## src/rtl/fuse_pkg.sv

```systemverilog
package fuse_pkg;

    localparam int ILEN    = 32;
    localparam int RIDX_W  = 5;
    localparam int SHAMT_W = 6;
    localparam int SLOTS   = 2;
    localparam int CONS_W  = $clog2(SLOTS + 1);

    localparam logic [6:0] OPC_OPIMM = 7'b0010011;
    localparam logic [6:0] OPC_OP    = 7'b0110011;
    localparam logic [6:0] OPC_LOAD  = 7'b0000011;

    localparam logic [2:0] F3_SLL  = 3'b001;
    localparam logic [2:0] F3_SRX  = 3'b101;
    localparam logic [2:0] F3_ADD  = 3'b000;
    localparam logic [2:0] F3_LDW  = 3'b011;

    typedef enum logic [1:0] {
        FK_PASS       = 2'd0,
        FK_SCALED_ADD = 2'd1,
        FK_IDX_LOAD   = 2'd2,
        FK_ZEXT_LO    = 2'd3
    } fuse_kind_e;

    typedef struct packed {
        logic                 is_slli;
        logic                 is_srli;
        logic                 is_add;
        logic                 is_ld;
        logic [RIDX_W-1:0]    rd;
        logic [RIDX_W-1:0]    rs1;
        logic [RIDX_W-1:0]    rs2;
        logic [SHAMT_W-1:0]   shamt;
        logic                 imm_zero;
    } slot_dec_t;

    typedef struct packed {
        logic                 valid;
        fuse_kind_e           kind;
        logic [RIDX_W-1:0]    rd;
        logic [RIDX_W-1:0]    rs1;
        logic [RIDX_W-1:0]    rs2;
        logic [SHAMT_W-1:0]   shamt;
        logic [CONS_W-1:0]    consumed;
        logic [ILEN-1:0]      insn;
    } uop_t;

    function automatic logic [6:0] w_opcode(input logic [ILEN-1:0] w);
        return w[6:0];
    endfunction

    function automatic logic [2:0] w_funct3(input logic [ILEN-1:0] w);
        return w[14:12];
    endfunction

    function automatic logic [RIDX_W-1:0] w_rd(input logic [ILEN-1:0] w);
        return w[11:7];
    endfunction

    function automatic logic [RIDX_W-1:0] w_rs1(input logic [ILEN-1:0] w);
        return w[19:15];
    endfunction

    function automatic logic [RIDX_W-1:0] w_rs2(input logic [ILEN-1:0] w);
        return w[24:20];
    endfunction

    function automatic logic [SHAMT_W-1:0] w_shamt(input logic [ILEN-1:0] w);
        return w[25:20];
    endfunction

    function automatic logic [6:0] w_funct7(input logic [ILEN-1:0] w);
        return w[31:25];
    endfunction

    function automatic logic [5:0] w_funct6(input logic [ILEN-1:0] w);
        return w[31:26];
    endfunction

endpackage

```

## src/rtl/fuse_slot_decode.sv

```systemverilog
module fuse_slot_decode
    import fuse_pkg::*;
(
    input  logic [ILEN-1:0] insn,
    output slot_dec_t       dec
);

    logic [6:0] opc;
    logic [2:0] f3;

    always_comb begin
        opc = w_opcode(insn);
        f3  = w_funct3(insn);

        dec.is_slli  = (opc == OPC_OPIMM) && (f3 == F3_SLL) && (w_funct6(insn) == 6'd0);
        dec.is_srli  = (opc == OPC_OPIMM) && (f3 == F3_SRX) && (w_funct6(insn) == 6'd0);
        dec.is_add   = (opc == OPC_OP)    && (f3 == F3_ADD) && (w_funct7(insn) == 7'd0);
        dec.is_ld    = (opc == OPC_LOAD)  && (f3 == F3_LDW);
        dec.rd       = w_rd(insn);
        dec.rs1      = w_rs1(insn);
        dec.rs2      = w_rs2(insn);
        dec.shamt    = w_shamt(insn);
        dec.imm_zero = (insn[31:20] == 12'd0);
    end

endmodule

```

## src/rtl/fuse_pair_match.sv

```systemverilog
module fuse_pair_match
    import fuse_pkg::*;
#(
    parameter int SCALE_MAX = 3,
    parameter int ZEXT_AMT  = 32
) (
    input  logic            v0,
    input  logic            v1,
    input  slot_dec_t       d0,
    input  slot_dec_t       d1,
    input  logic [ILEN-1:0] insn0,
    output uop_t            nxt
);

    localparam logic [SHAMT_W-1:0] SCALE_LO = SHAMT_W'(1);
    localparam logic [SHAMT_W-1:0] SCALE_HI = SHAMT_W'(SCALE_MAX);
    localparam logic [SHAMT_W-1:0] ZEXT_SH  = SHAMT_W'(ZEXT_AMT);

    logic chain;
    logic hit_scaled;
    logic hit_idx;
    logic hit_zext;
    logic any_hit;

    always_comb begin
        chain = v0 && v1
             && (d1.rd  == d0.rd)
             && (d1.rs1 == d0.rd)
             && (d0.rd  != '0);

        hit_scaled = chain && d0.is_slli && d1.is_add
                  && (d0.shamt >= SCALE_LO) && (d0.shamt <= SCALE_HI)
                  && (d1.rs2 != d0.rd);

        hit_idx    = chain && d0.is_add && d1.is_ld && d1.imm_zero;

        hit_zext   = chain && d0.is_slli && d1.is_srli
                  && (d0.shamt == ZEXT_SH) && (d1.shamt == ZEXT_SH);

        any_hit    = hit_scaled || hit_idx || hit_zext;
    end

    always_comb begin
        nxt = '0;
        if (v0) begin
            nxt.valid    = 1'b1;
            nxt.insn     = insn0;
            nxt.rd       = d0.rd;
            nxt.rs1      = d0.rs1;
            nxt.rs2      = d0.rs2;
            nxt.shamt    = '0;
            nxt.kind     = FK_PASS;
            nxt.consumed = CONS_W'(1);
            if (any_hit) begin
                nxt.consumed = CONS_W'(2);
            end
            if (hit_scaled) begin
                nxt.kind  = FK_SCALED_ADD;
                nxt.rs2   = d1.rs2;
                nxt.shamt = d0.shamt;
            end else if (hit_idx) begin
                nxt.kind  = FK_IDX_LOAD;
            end else if (hit_zext) begin
                nxt.kind  = FK_ZEXT_LO;
                nxt.rs2   = '0;
                nxt.shamt = ZEXT_SH;
            end
        end
    end

    // at most one pattern is taken, and never onto x0
    always_comb begin
        if (v0) begin
            assert_single_pattern_R9: assert ($countones({hit_scaled, hit_idx, hit_zext}) <= 1);
            if (any_hit) assert_no_x0_fusion_R9: assert (d0.rd != '0);
        end
    end

endmodule

```

## src/rtl/fuse_uop_reg.sv

```systemverilog
module fuse_uop_reg
    import fuse_pkg::*;
(
    input  logic clk,
    input  logic rst,
    input  uop_t d,
    output uop_t q
);

    always_ff @(posedge clk) begin
        if (rst) begin
            q <= '0;
        end else begin
            q <= d;
        end
    end

    // a reset edge leaves no micro-op behind
    assert_reset_clears_R1: assert property (@(posedge clk)
        rst |=> (q == '0));

endmodule

```

## src/rtl/fuse_pair_detect.sv

```systemverilog
module fuse_pair_detect
    import fuse_pkg::*;
#(
    parameter int SCALE_MAX = 3,
    parameter int ZEXT_AMT  = 32
) (
    input  logic               clk,
    input  logic               rst,
    input  logic               in0_valid,
    input  logic [ILEN-1:0]    in0_insn,
    input  logic               in1_valid,
    input  logic [ILEN-1:0]    in1_insn,
    output logic               out_valid,
    output logic [1:0]         out_kind,
    output logic [RIDX_W-1:0]  out_rd,
    output logic [RIDX_W-1:0]  out_rs1,
    output logic [RIDX_W-1:0]  out_rs2,
    output logic [SHAMT_W-1:0] out_shamt,
    output logic [CONS_W-1:0]  out_consumed,
    output logic [ILEN-1:0]    out_insn
);

    logic [ILEN-1:0] slot_insn [SLOTS];
    slot_dec_t       slot_dec  [SLOTS];
    uop_t            uop_nxt;
    uop_t            uop_q;

    assign slot_insn[0] = in0_insn;
    assign slot_insn[1] = in1_insn;

    for (genvar s = 0; s < SLOTS; s++) begin : g_slot
        fuse_slot_decode u_dec (
            .insn (slot_insn[s]),
            .dec  (slot_dec[s])
        );
    end

    fuse_pair_match #(
        .SCALE_MAX (SCALE_MAX),
        .ZEXT_AMT  (ZEXT_AMT)
    ) u_match (
        .v0    (in0_valid),
        .v1    (in1_valid),
        .d0    (slot_dec[0]),
        .d1    (slot_dec[1]),
        .insn0 (in0_insn),
        .nxt   (uop_nxt)
    );

    fuse_uop_reg u_reg (
        .clk (clk),
        .rst (rst),
        .d   (uop_nxt),
        .q   (uop_q)
    );

    assign out_valid    = uop_q.valid;
    assign out_kind     = uop_q.kind;
    assign out_rd       = uop_q.rd;
    assign out_rs1      = uop_q.rs1;
    assign out_rs2      = uop_q.rs2;
    assign out_shamt    = uop_q.shamt;
    assign out_consumed = uop_q.consumed;
    assign out_insn     = uop_q.insn;

    // presence of a micro-op follows slot 0 one edge later
    assert_valid_latency_R2: assert property (@(posedge clk) disable iff (rst)
        in0_valid |=> out_valid);

    // a scaled-index add carries a shift of 1..SCALE_MAX and uses two slots
    assert_scaled_shift_R3: assert property (@(posedge clk) disable iff (rst)
        (out_valid && out_kind == 2'd1) |->
            (out_shamt >= SHAMT_W'(1) && out_shamt <= SHAMT_W'(SCALE_MAX) && out_consumed == CONS_W'(2)));

    // a zero-extend carries the fixed shift and no second source
    assert_zext_shape_R7: assert property (@(posedge clk) disable iff (rst)
        (out_valid && out_kind == 2'd3) |->
            (out_shamt == SHAMT_W'(ZEXT_AMT) && out_rs2 == '0 && out_consumed == CONS_W'(2)));

    // a fused op never targets x0
    assert_fused_rd_nonzero_R9: assert property (@(posedge clk) disable iff (rst)
        (out_valid && out_kind != 2'd0) |-> (out_rd != '0));

    // a lone slot 0 word is passed through alone
    assert_lone_slot_R10: assert property (@(posedge clk) disable iff (rst)
        (in0_valid && !in1_valid) |=> (out_kind == 2'd0 && out_consumed == CONS_W'(1)));

    // no slot 0 word, nothing consumed
    assert_idle_R11: assert property (@(posedge clk) disable iff (rst)
        !in0_valid |=> (!out_valid && out_consumed == '0));

    // unfused output keeps the first word's own fields
    assert_pass_shape_R12: assert property (@(posedge clk) disable iff (rst)
        (out_valid && out_kind == 2'd0) |->
            (out_consumed == CONS_W'(1) && out_shamt == '0 && out_rd == out_insn[11:7]));

endmodule

```

## config.mk

```make
export PLATFORM = sky130hd
export DESIGN_NAME = fuse_pair_detect
export DESIGN_NICKNAME = d
export VERILOG_FILES = /design/src/rtl/fuse_pkg.sv /design/src/rtl/fuse_slot_decode.sv /design/src/rtl/fuse_pair_match.sv /design/src/rtl/fuse_uop_reg.sv /design/src/rtl/fuse_pair_detect.sv
export SDC_FILE = /design/constraint.sdc
export NUM_CORES = 1
export LEC_CHECK = 0
export BUFFER_PORTS_ARGS = -buffer_cell sky130_fd_sc_hd__buf_2
export CAP_MARGIN = 20
export CORE_UTILIZATION = 36
export DETAILED_ROUTE_END_ITERATION = 10
export PLACE_DENSITY_LB_ADDON = 0.12
export SLEW_MARGIN = 15
export SYNTH_ARGS = -nofsm -noshare
export SYNTH_HDL_FRONTEND = slang
export SYNTH_SLANG_ARGS = --single-unit
```

## constraint.sdc

```tcl
create_clock -name clk -period 1.51 [get_ports clk]
set_input_delay 0.302 -clock clk [delete_from_list [all_inputs] [get_ports clk]]
set_output_delay 0.302 -clock clk [all_outputs]
set_load 0.005 [all_outputs]
```

==> reports/qor.yml, run 1 <==
logic_synthesis:
  synth_cell_types: 34
  syn_area_sq_um: 1790
  synth_edf_count: 0
  syn_area_per_cell_sq_um: 10.41
  synth_ff_type: "dfxtp_1"
  ys_async_sr_fraction_pct: 0
  yosysSeqAreaShare_pct: 53.67
  ys_seq_elements: 48
  yosysWarnings: 0
  syn_inst: 172
sta:
  hold_violations: 0
  min_period_ps: 1423
  fin_ws_ps: 87.40
  slew_viol_final: 0
  fmax_mhz: 702.9
  finalCritPeriodShare_pct: 94.21
  hold_slack_ps: 196.5
  setup_viol: 0
  rsz0062_at_grt: "false"
  setup_tns_ps: 0
global_routing:
  grt_max_degree: 23
  busiest_layer: "met2"
  grt_overflow: 0
  grt_use_met3_pct: 6.389
  grt_use_total_pct: 17.10
  met1_usage_pct: 20.65
  grtUsageMet2_pct: 27.93
  first_global_vias: 1599
  grt_first_pass_wirelength_um: 6879
  antenna_found_initial: 0
pwr:
  power.density_nw_per_um2: 859.1
  power_leakage_nw: 1.446
  switching_power_w: 0.0005602
  peakVddDrop_uv: 371.4
  clock_power_share_pct: 32.0
  p_int_w: 0.001866
  switching_share_pct: 23.09
  seqPwrFrac_pct: 54.5
  finalPower_w: 0.002426
  p_comb_share_pct: 13.4
final_layout:
  largest_register: "u_reg.q"
  antennaDiodeCount: 0
  syn2layout_area_growth_pct: 57.72
  fin_nets: 387
  reg_top3: "u_reg.q: 48 flops"
  final_common_cell: "buf_2"
  largest_register_ffs: 48
  drive_gt1_share_pct: 56.25
  mostFrequentLayoutCells: "buf_2 (125), dfxtp_1 (48), and2_1 (29)"
detailed_routing:
  drc: 0
  dr.pass1.iters: 4
  drt_wl_total_um: 4460
  drtIter0Drc: 46
  vias: 1711
  ant_nets: 0
  drt-vias-per-instance: 4.421
  wl_per_cell_um: 11.52
clocking:
  cts_buffer_depth: 2
  clk_pin_slew_ps: 90
  htree_levels: 2
  cts-buffers-inserted: 5
  cts_root_buf: "clkbuf_8"
  cts_tree: "built"
  cts.sinks: 48
  cts_hold_buf: 0
placement:
  io_buffers: 125
  gp_congestion: 0.7984
  dp_slack_ps: -333.1
  hpwl_um: 3512
min_path:
  min_path_cells: 2
  hold_path.class: "input pin to flip-flop"
floorplan:
  row_count: 25
  io_pins: 126
  coreArea_sq_um: 4755
  die_h_um: 72.53
  dieArea_sq_um: 5260
  initial_core_util_pct: 37.66
  die_w_um: 72.53
setup_path:
  startpoint: "in0_insn[29]"
  path_common_cell: "buf_4"
  end_kind: "flip-flop"
  slowest_stage: "nor4_2"
  start_kind: "input pin"
  required_ps: 1750
  path_max_fanout: 5
  cp.depth: 9
  critPathCapture: "u_reg.q[55]"
  crit_chain: "buf_2, nor4_2, nand4_1, buf_4, buf_4, buf_4, nor2_2, nand3_1, a21boi_1"
  critPathArrivalTime_ps: 1660
  path_buf_inv: 4
  crit_type: "input pin to flip-flop"
  slowest_delay_ps: 360
  cp_top_family: "simple AND/OR/NAND/NOR gates"
run_status:
  status: "finished, final reports clean"
flow_run:
  maxCapViolations: 0
==> timing repair <==
action,in CTS,in global routing
resized for setup,0,8
pin swaps,0,2
setup buffers,0,2
setup endpoints to repair,2,11
==> cells by family after synthesis <==
logic type	Yosys count	synth area share (%)
AOI/OAI and AO/OA	11	6.220
xor gates and xnor gates	5	2.446
buffers and inverters	19	6.079
DFF	48	53.67
muxes	2	1.118
other	1	0.2094
and+or+nand+nor	86	30.26
==> through the flow <==
stage | std cells | util (%) | area [sq um]
after floorplan | 174 | - | 1857
after global placement | 377 | 56.08 | 2666
after detailed placement | 377 | 56.08 | 2666
after CTS | 385 | 58.05 | 2760
after global routing | 387 | 59.39 | 2824
final | 387 | 59.39 | 2824
==> worst min path at each step <==
stage | from | endpoint | slack [ps]
6_report | in0_insn[16] | u_reg.q[46] | 200
3_3_place_gp | in0_insn[16] | u_reg.q[46] | 500
3_5_place_dp | in0_insn[16] | u_reg.q[46] | 500
2_1_floorplan | in0_insn[0] | u_reg.q[0] | 420
5_1_grt | in0_insn[16] | u_reg.q[46] | 190
4_1_cts | in0_insn[16] | u_reg.q[46] | 190
==> area by class of cell <==
type / count / area (sq um)
multi-input combinational: 107 / 838.3
sequential: 48 / 960.9
clock buffer: 7 / 86.33
clock inverter: 1 / 7.507
tap: 67 / 83.83
timing repair buffer: 152 / 828.3
fill: 466 / 1931
inverter: 5 / 18.77
==> layer usage <==
| metal | vias to the layer above | part of all wire, % |
|---|---|---|
| met5 | - | 0 |
| met4 | 0 | 1.0 |
| met3 | 5 | 8.1 |
| met2 | 71 | 47 |
| met1 | 764 | 44 |
| li1 | 871 | - |
==> power by group through the flow <==
stage          sequential (W)  combinational (W)  clock (W)
2_1_floorplan         0.00136           0.000105          0
3_3_place_gp          0.00135           0.000317          0
3_5_place_dp          0.00135           0.000321          0
4_1_cts               0.00132           0.000323   0.000802
5_1_grt               0.00133           0.000361   0.000858
6_report              0.00132           0.000326   0.000777
==> cells in the mapped netlist, types with 2 or more instances <==
master,n,area (sq um)
clkbuf_1,4,15.01
dfxtp_1,48,960.9
and3_1,7,43.79
nor4b_2,2,30.03
nand3_1,8,40.04
nor2_1,6,22.52
buf_4,10,75.07
xnor2_1,2,17.52
mux2i_1,2,20.02
o22ai_1,2,12.51
nand4_1,2,12.51
nor3_1,8,40.04
a31o_1,3,26.28
nor2b_1,2,12.51
nor4bb_1,2,20.02
nor4b_1,2,17.52
nor4_2,2,25.02
nand2_1,7,26.28
and3b_1,2,17.52
and2_1,29,181.4
nor4_1,3,18.77
inv_1,5,18.77
xor2_1,3,26.28
(Power assumes the default switching activity.)
==> inputs of run 2 (changes only) <==
- CORE_UTILIZATION: 36 -> 34
- clock period: 1.51 -> 1.56 ns (I/O delays scaled with it)
==> reports/qor.yml, run 2 (synthesis results as in run 1) <==
run_status:
  status: "finished, final reports clean"
setup_path:
  path_max_fanout: 7
  required_ps: 1750
  crit_chain: "buf_2, o41ai_1, a2111oi_4, buf_4, and3_1, a31o_1"
  slowest_stage: "o41ai_1"
  start_kind: "input pin"
  end_kind: "flip-flop"
  crit_type: "input pin to flip-flop"
  slowest_delay_ps: 530
  critPathArrivalTime_ps: 1710
detailed_routing:
  drc: 0
  dr.pass1.iters: 4
  drtIter0Drc: 47
  drt_wl_total_um: 4411
  ant_nets: 0
  drt-vias-per-instance: 4.281
  vias: 1661
  wl_per_cell_um: 11.37
pwr:
  power.density_nw_per_um2: 874.6
  peakVddDrop_uv: 496.2
  switching_power_w: 0.0005484
  seqPwrFrac_pct: 51.9
  p_int_w: 0.001918
  switching_share_pct: 22.23
  clock_power_share_pct: 35.5
  p_comb_share_pct: 12.6
  finalPower_w: 0.002467
  power_leakage_nw: 1.437
sta:
  rsz0062_at_grt: "false"
  slew_viol_final: 0
  tightest_slew_ps: 498.7
  hold_slack_ps: 211.6
  fin_ws_ps: 40.65
  relSlewSlack_pct: 66.32
  finalCritPeriodShare_pct: 97.39
  min_period_ps: 1519
  hold_violations: 0
  fmax_mhz: 658.2
  setup_tns_ps: 0
  setup_viol: 0
clocking:
  cts-buffers-inserted: 5
  cts_buffer_depth: 2
  cts_hold_buf: 0
  cts_root_buf: "clkbuf_8"
  clk_pin_slew_ps: 90
  htree_levels: 2
  cts.sinks: 48
  cts_tree: "built"
final_layout:
  mostFrequentLayoutCells: "buf_2 (125), dfxtp_1 (48), and2_1 (29)"
  largest_register_ffs: 48
  antennaDiodeCount: 0
  final_common_cell: "buf_2"
  reg_top3: "u_reg.q: 48 flops"
  drive_gt1_share_pct: 55.35
  fin_nets: 385
  final_util_pct: 55.57
  largest_register: "u_reg.q"
  syn2layout_area_growth_pct: 57.51
min_path:
  hold_start: "in0_insn[19]"
  whs_endpoint: "u_reg.q[19]"
  hold_path.class: "input pin to flip-flop"
  min_path_cells: 2
global_routing:
  grt_use_total_pct: 15.31
  first_global_vias: 1400
  antenna_found_initial: 0
  grt_overflow: 0
  grt_first_pass_wirelength_um: 6320
  grt_max_degree: 43
floorplan:
  die_h_um: 74.57
  row_count: 26
  io_pins: 126
  initial_core_util_pct: 35.28
  die_w_um: 74.57
  coreArea_sq_um: 5075
  dieArea_sq_um: 5560
placement:
  io_buffers: 125
  gp_congestion: 0.7860
  hpwl_um: 3517
  dp_slack_ps: -298.7
flow_run:
  maxCapViolations: 0
## run 2: cell types whose count changed in the layout (fill, tap and decap cells not counted), sizes merged
cell	change
buf	-2
clkbuf	-2
bufinv	+1
clkinv	+1
## run 2: critical path: cells and delay by family
family | cells | cell delay [ps]
buf+inv | 2 | 310
simple gates | 1 | 190
compound gates | 3 | 900
## run 2: per-stage QoR
stage	cell area, sq um	cells
CTS	2739	386
detailed placement	2621	378
floorplan	1810	174
finish	2820	388
global route	2820	388
global placement	2621	378
## run 2: layout make-up
cell class	count	area (sq um)
Fill cell	482	2255
Sequential cell	48	960.9
Timing Repair Buffer	150	825.8
Multi-Input combinational cell	107	815.8
Tap cell	70	87.58
Clock buffer	5	68.82
Clock inverter	3	42.54
Inverter	5	18.77
## run 2: power by group through the flow
| stage | logic [W] | clock network, W | registers (W) |
|---|---|---|---|
| final | 0.000310 | 0.000876 | 0.00128 |
| after global placement | 0.000297 | 0 | 0.00131 |
| after global routing | 0.000344 | 0.000968 | 0.00129 |
| after floorplan | 0.0000957 | 0 | 0.00132 |
| after CTS | 0.000302 | 0.000904 | 0.00128 |
| after detailed placement | 0.000300 | 0 | 0.00131 |
## run 2: worst max-delay path by stage
| stage | startpoint | end | slack (ps) | depth (start not counted) |
|---|---|---|---|---|
| CTS | in0_insn[6] | u_reg.q[44] | 10 | 6 |
| floorplan | in1_insn[21] | u_reg.q[32] | -3 | 4 |
| detailed placement | in0_insn[6] | u_reg.q[55] | -300 | 6 |
| finish | in0_insn[11] | u_reg.q[43] | 40 | 6 |
| global route | in0_insn[11] | u_reg.q[43] | 4 | 6 |
| global placement | in0_insn[11] | u_reg.q[42] | -270 | 6 |
## run 2: layer usage
layer | up-vias | global-route usage [%] | share of wire, % | wire length [um]
met3 | 4 | 4.065 | 6.8 | 300
met2 | 69 | 25.83 | 49 | 2147
met5 | - | 0 | 0 | 0
li1 | 873 | - | - | -
met4 | 0 | 5.031 | 1.3 | 59
met1 | 715 | 18.91 | 43 | 1903
## run 2: timing repair
action | CTS | global route
buffers inserted | 0 | 2
pin swaps | 0 | 1
gates resized for setup | 1 | 9
setup endpoints to repair | 1 | 9
==> inputs of run 3 (changes only) <==
- ABC_AREA: default -> 1
==> reports/qor.yml, run 3 <==
logic_synthesis:
  post-synth-top-count-cell: "nor2_1"
  synth_top_cell_area_share_pct: 48.48
  ys_async_sr_fraction_pct: 0
  syn_area_per_cell_sq_um: 7.129
  syn_area_sq_um: 1982
  synth_area_leaders: "dfxtp_1 (48%), nor2_1 (12%), nand2_1 (11%), inv_1 (10%), buf_4 (3.8%)"
  synth_top_cells_by_count: "nor2_1 (64), nand2_1 (57), inv_1 (53), dfxtp_1 (48), nand3_1 (15)"
  synth_edf_count: 0
  syn_inst: 278
  synth_cell_types: 22
  yosysWarnings: 0
  ys_seq_elements: 48
  synth_ff_type: "dfxtp_1"
  yosys.area.top_type: "dfxtp_1"
  yosysSeqAreaShare_pct: 48.48
setup_path:
  start_kind: "input pin"
  critPathArrivalTime_ps: 1510
  startpoint: "in1_insn[28]"
  crit_type: "input pin to flip-flop"
  required_ps: 1800
  path_max_fanout: 8
  end_kind: "flip-flop"
pwr:
  p_int_w: 0.001772
  switching_share_pct: 24.14
  clock_power_share_pct: 31.8
  power_leakage_nw: 1.653
  p_comb_share_pct: 13.4
  seqPwrFrac_pct: 54.8
  switching_power_w: 0.0005636
  power.density_nw_per_um2: 850.3
  peakVddDrop_uv: 356.1
placement:
  dp_slack_ps: -17.02
  hpwl_um: 3965
  gp_congestion: 0.8038
  io_buffers: 125
sta:
  fmax_mhz: 788.0
  hold_violations: 0
  min_period_ps: 1269
  fin_ws_ps: 290.9
  hold_slack_ps: 218.0
  finalCritPeriodShare_pct: 81.35
  rsz0062_at_grt: "false"
  slew_viol_final: 0
  setup_viol: 0
min_path:
  hold_path.class: "input pin to flip-flop"
  min_path_cells: 3
  whs_endpoint: "u_reg.q[48]"
  hold_start: "in0_insn[18]"
clocking:
  cts.sinks: 48
  cts-buffers-inserted: 5
  cts_buffer_depth: 2
  cts_root_buf: "clkbuf_8"
  clk_pin_slew_ps: 80
  cts_hold_buf: 0
  htree_levels: 2
  cts_resized: 0
  post_cts_buffers: 0
  cts_tree: "built"
floorplan:
  die_h_um: 78.35
  row_count: 27
  die_w_um: 78.35
  initial_core_util_pct: 35.56
  coreArea_sq_um: 5574
  io_pins: 126
  dieArea_sq_um: 6139
detailed_routing:
  drt_wl_total_um: 4749
  drt-vias-per-instance: 4.057
  dr.pass1.iters: 4
  vias: 1931
  drtIter0Drc: 48
  ant_nets: 0
  drc: 0
  wl_per_cell_um: 9.977
final_layout:
  final_common_cell: "buf_2"
  syn2layout_area_growth_pct: 38.57
  multiInputGateArea_sq_um: 730.7
  fin_nets: 472
  reg_top3: "u_reg.q: 48 flops"
  antennaDiodeCount: 0
  largest_register_ffs: 48
  drive_gt1_share_pct: 36.88
  largest_register: "u_reg.q"
  fill_cells: 586
  mostFrequentLayoutCells: "buf_2 (125), nor2_1 (64), nand2_1 (57)"
  regArea_sq_um: 960.9
global_routing:
  grt_first_pass_wirelength_um: 7465
  first_global_vias: 1705
  grt_overflow: 0
  grt_max_degree: 15
  antenna_found_initial: 0
  grt_use_total_pct: 15.78
run_status:
  status: "finished, final reports clean"
flow_run:
  maxCapViolations: 0
## run 3: metal layers
layer	track usage [%]	part of all wire, %
met1	19.38	46
met2	25.53	44
met3	5.233	8.3
met4	5.926	2.0
met5	0	0
## run 3: final cells by class
| type | instances | share of cell area, % |
|---|---|---|
| well taps | 72 | 3.280 |
| clock buffers | 6 | 3.007 |
| multi-input cells | 163 | 26.61 |
| clock inverters | 1 | 0.3189 |
| flip-flops and latches | 48 | 34.99 |
| repair buffers | 130 | 24.15 |
| inverters | 56 | 7.654 |
## run 3: worst max-delay path by stage
stage | to | slack, ps | depth (start not counted)
finish | u_reg.q[44] | 290 | 10
global route | u_reg.q[44] | 140 | 10
CTS | u_reg.q[44] | 280 | 10
detailed placement | u_reg.q[44] | -20 | 10
global placement | u_reg.q[44] | 0.3 | 10
floorplan | u_reg.q[39] | 290 | 8
## run 3: power by group through the flow
stage,logic (W),registers (W),clock network [W]
floorplan,0.000134,0.00132,0
global placement,0.000316,0.00131,0
detailed placement,0.000315,0.00131,0
CTS,0.000317,0.00128,0.000768
global route,0.000354,0.00128,0.000822
finish,0.000313,0.00128,0.000742
## run 3: worst max-delay path, stage by stage
cell     delay, ps
buf_2          100
nor2_1         150
nand3_1        150
nor2_1         140
nand2_1         60
nor2_1         160
nand3_4        150
nor2_4         150
nand2_1         80
nand2_1         60
## run 3: kinds of logic (layout without fill, tap and decap cells)
kind of cell	count (synthesis)	in the layout	synth area share [%]
XOR/XNOR	3	3	1.326
flip-flops	48	48	48.48
AO/OA/AOI/OAI	4	4	1.010
AND/OR/NAND/NOR	153	153	33.96
other	1	3	0.1892
buffers and inverters	69	193	15.02
## run 3: stage by stage
step / cell area, sq um / TNS [ps] / cells / total power [W] / utilization (%)
after floorplan: 1989 / 0 / 280 / 0.001451 / -
after global placement: 2655 / 0 / 469 / 0.001625 / 47.63
after detailed placement: 2655 / -17.02 / 469 / 0.001625 / 47.63
after CTS: 2746 / 0 / 476 / 0.002366 / 49.27
after global routing: 2746 / 0 / 476 / 0.002461 / 49.27
final: 2746 / 0 / 476 / 0.002335 / 49.27
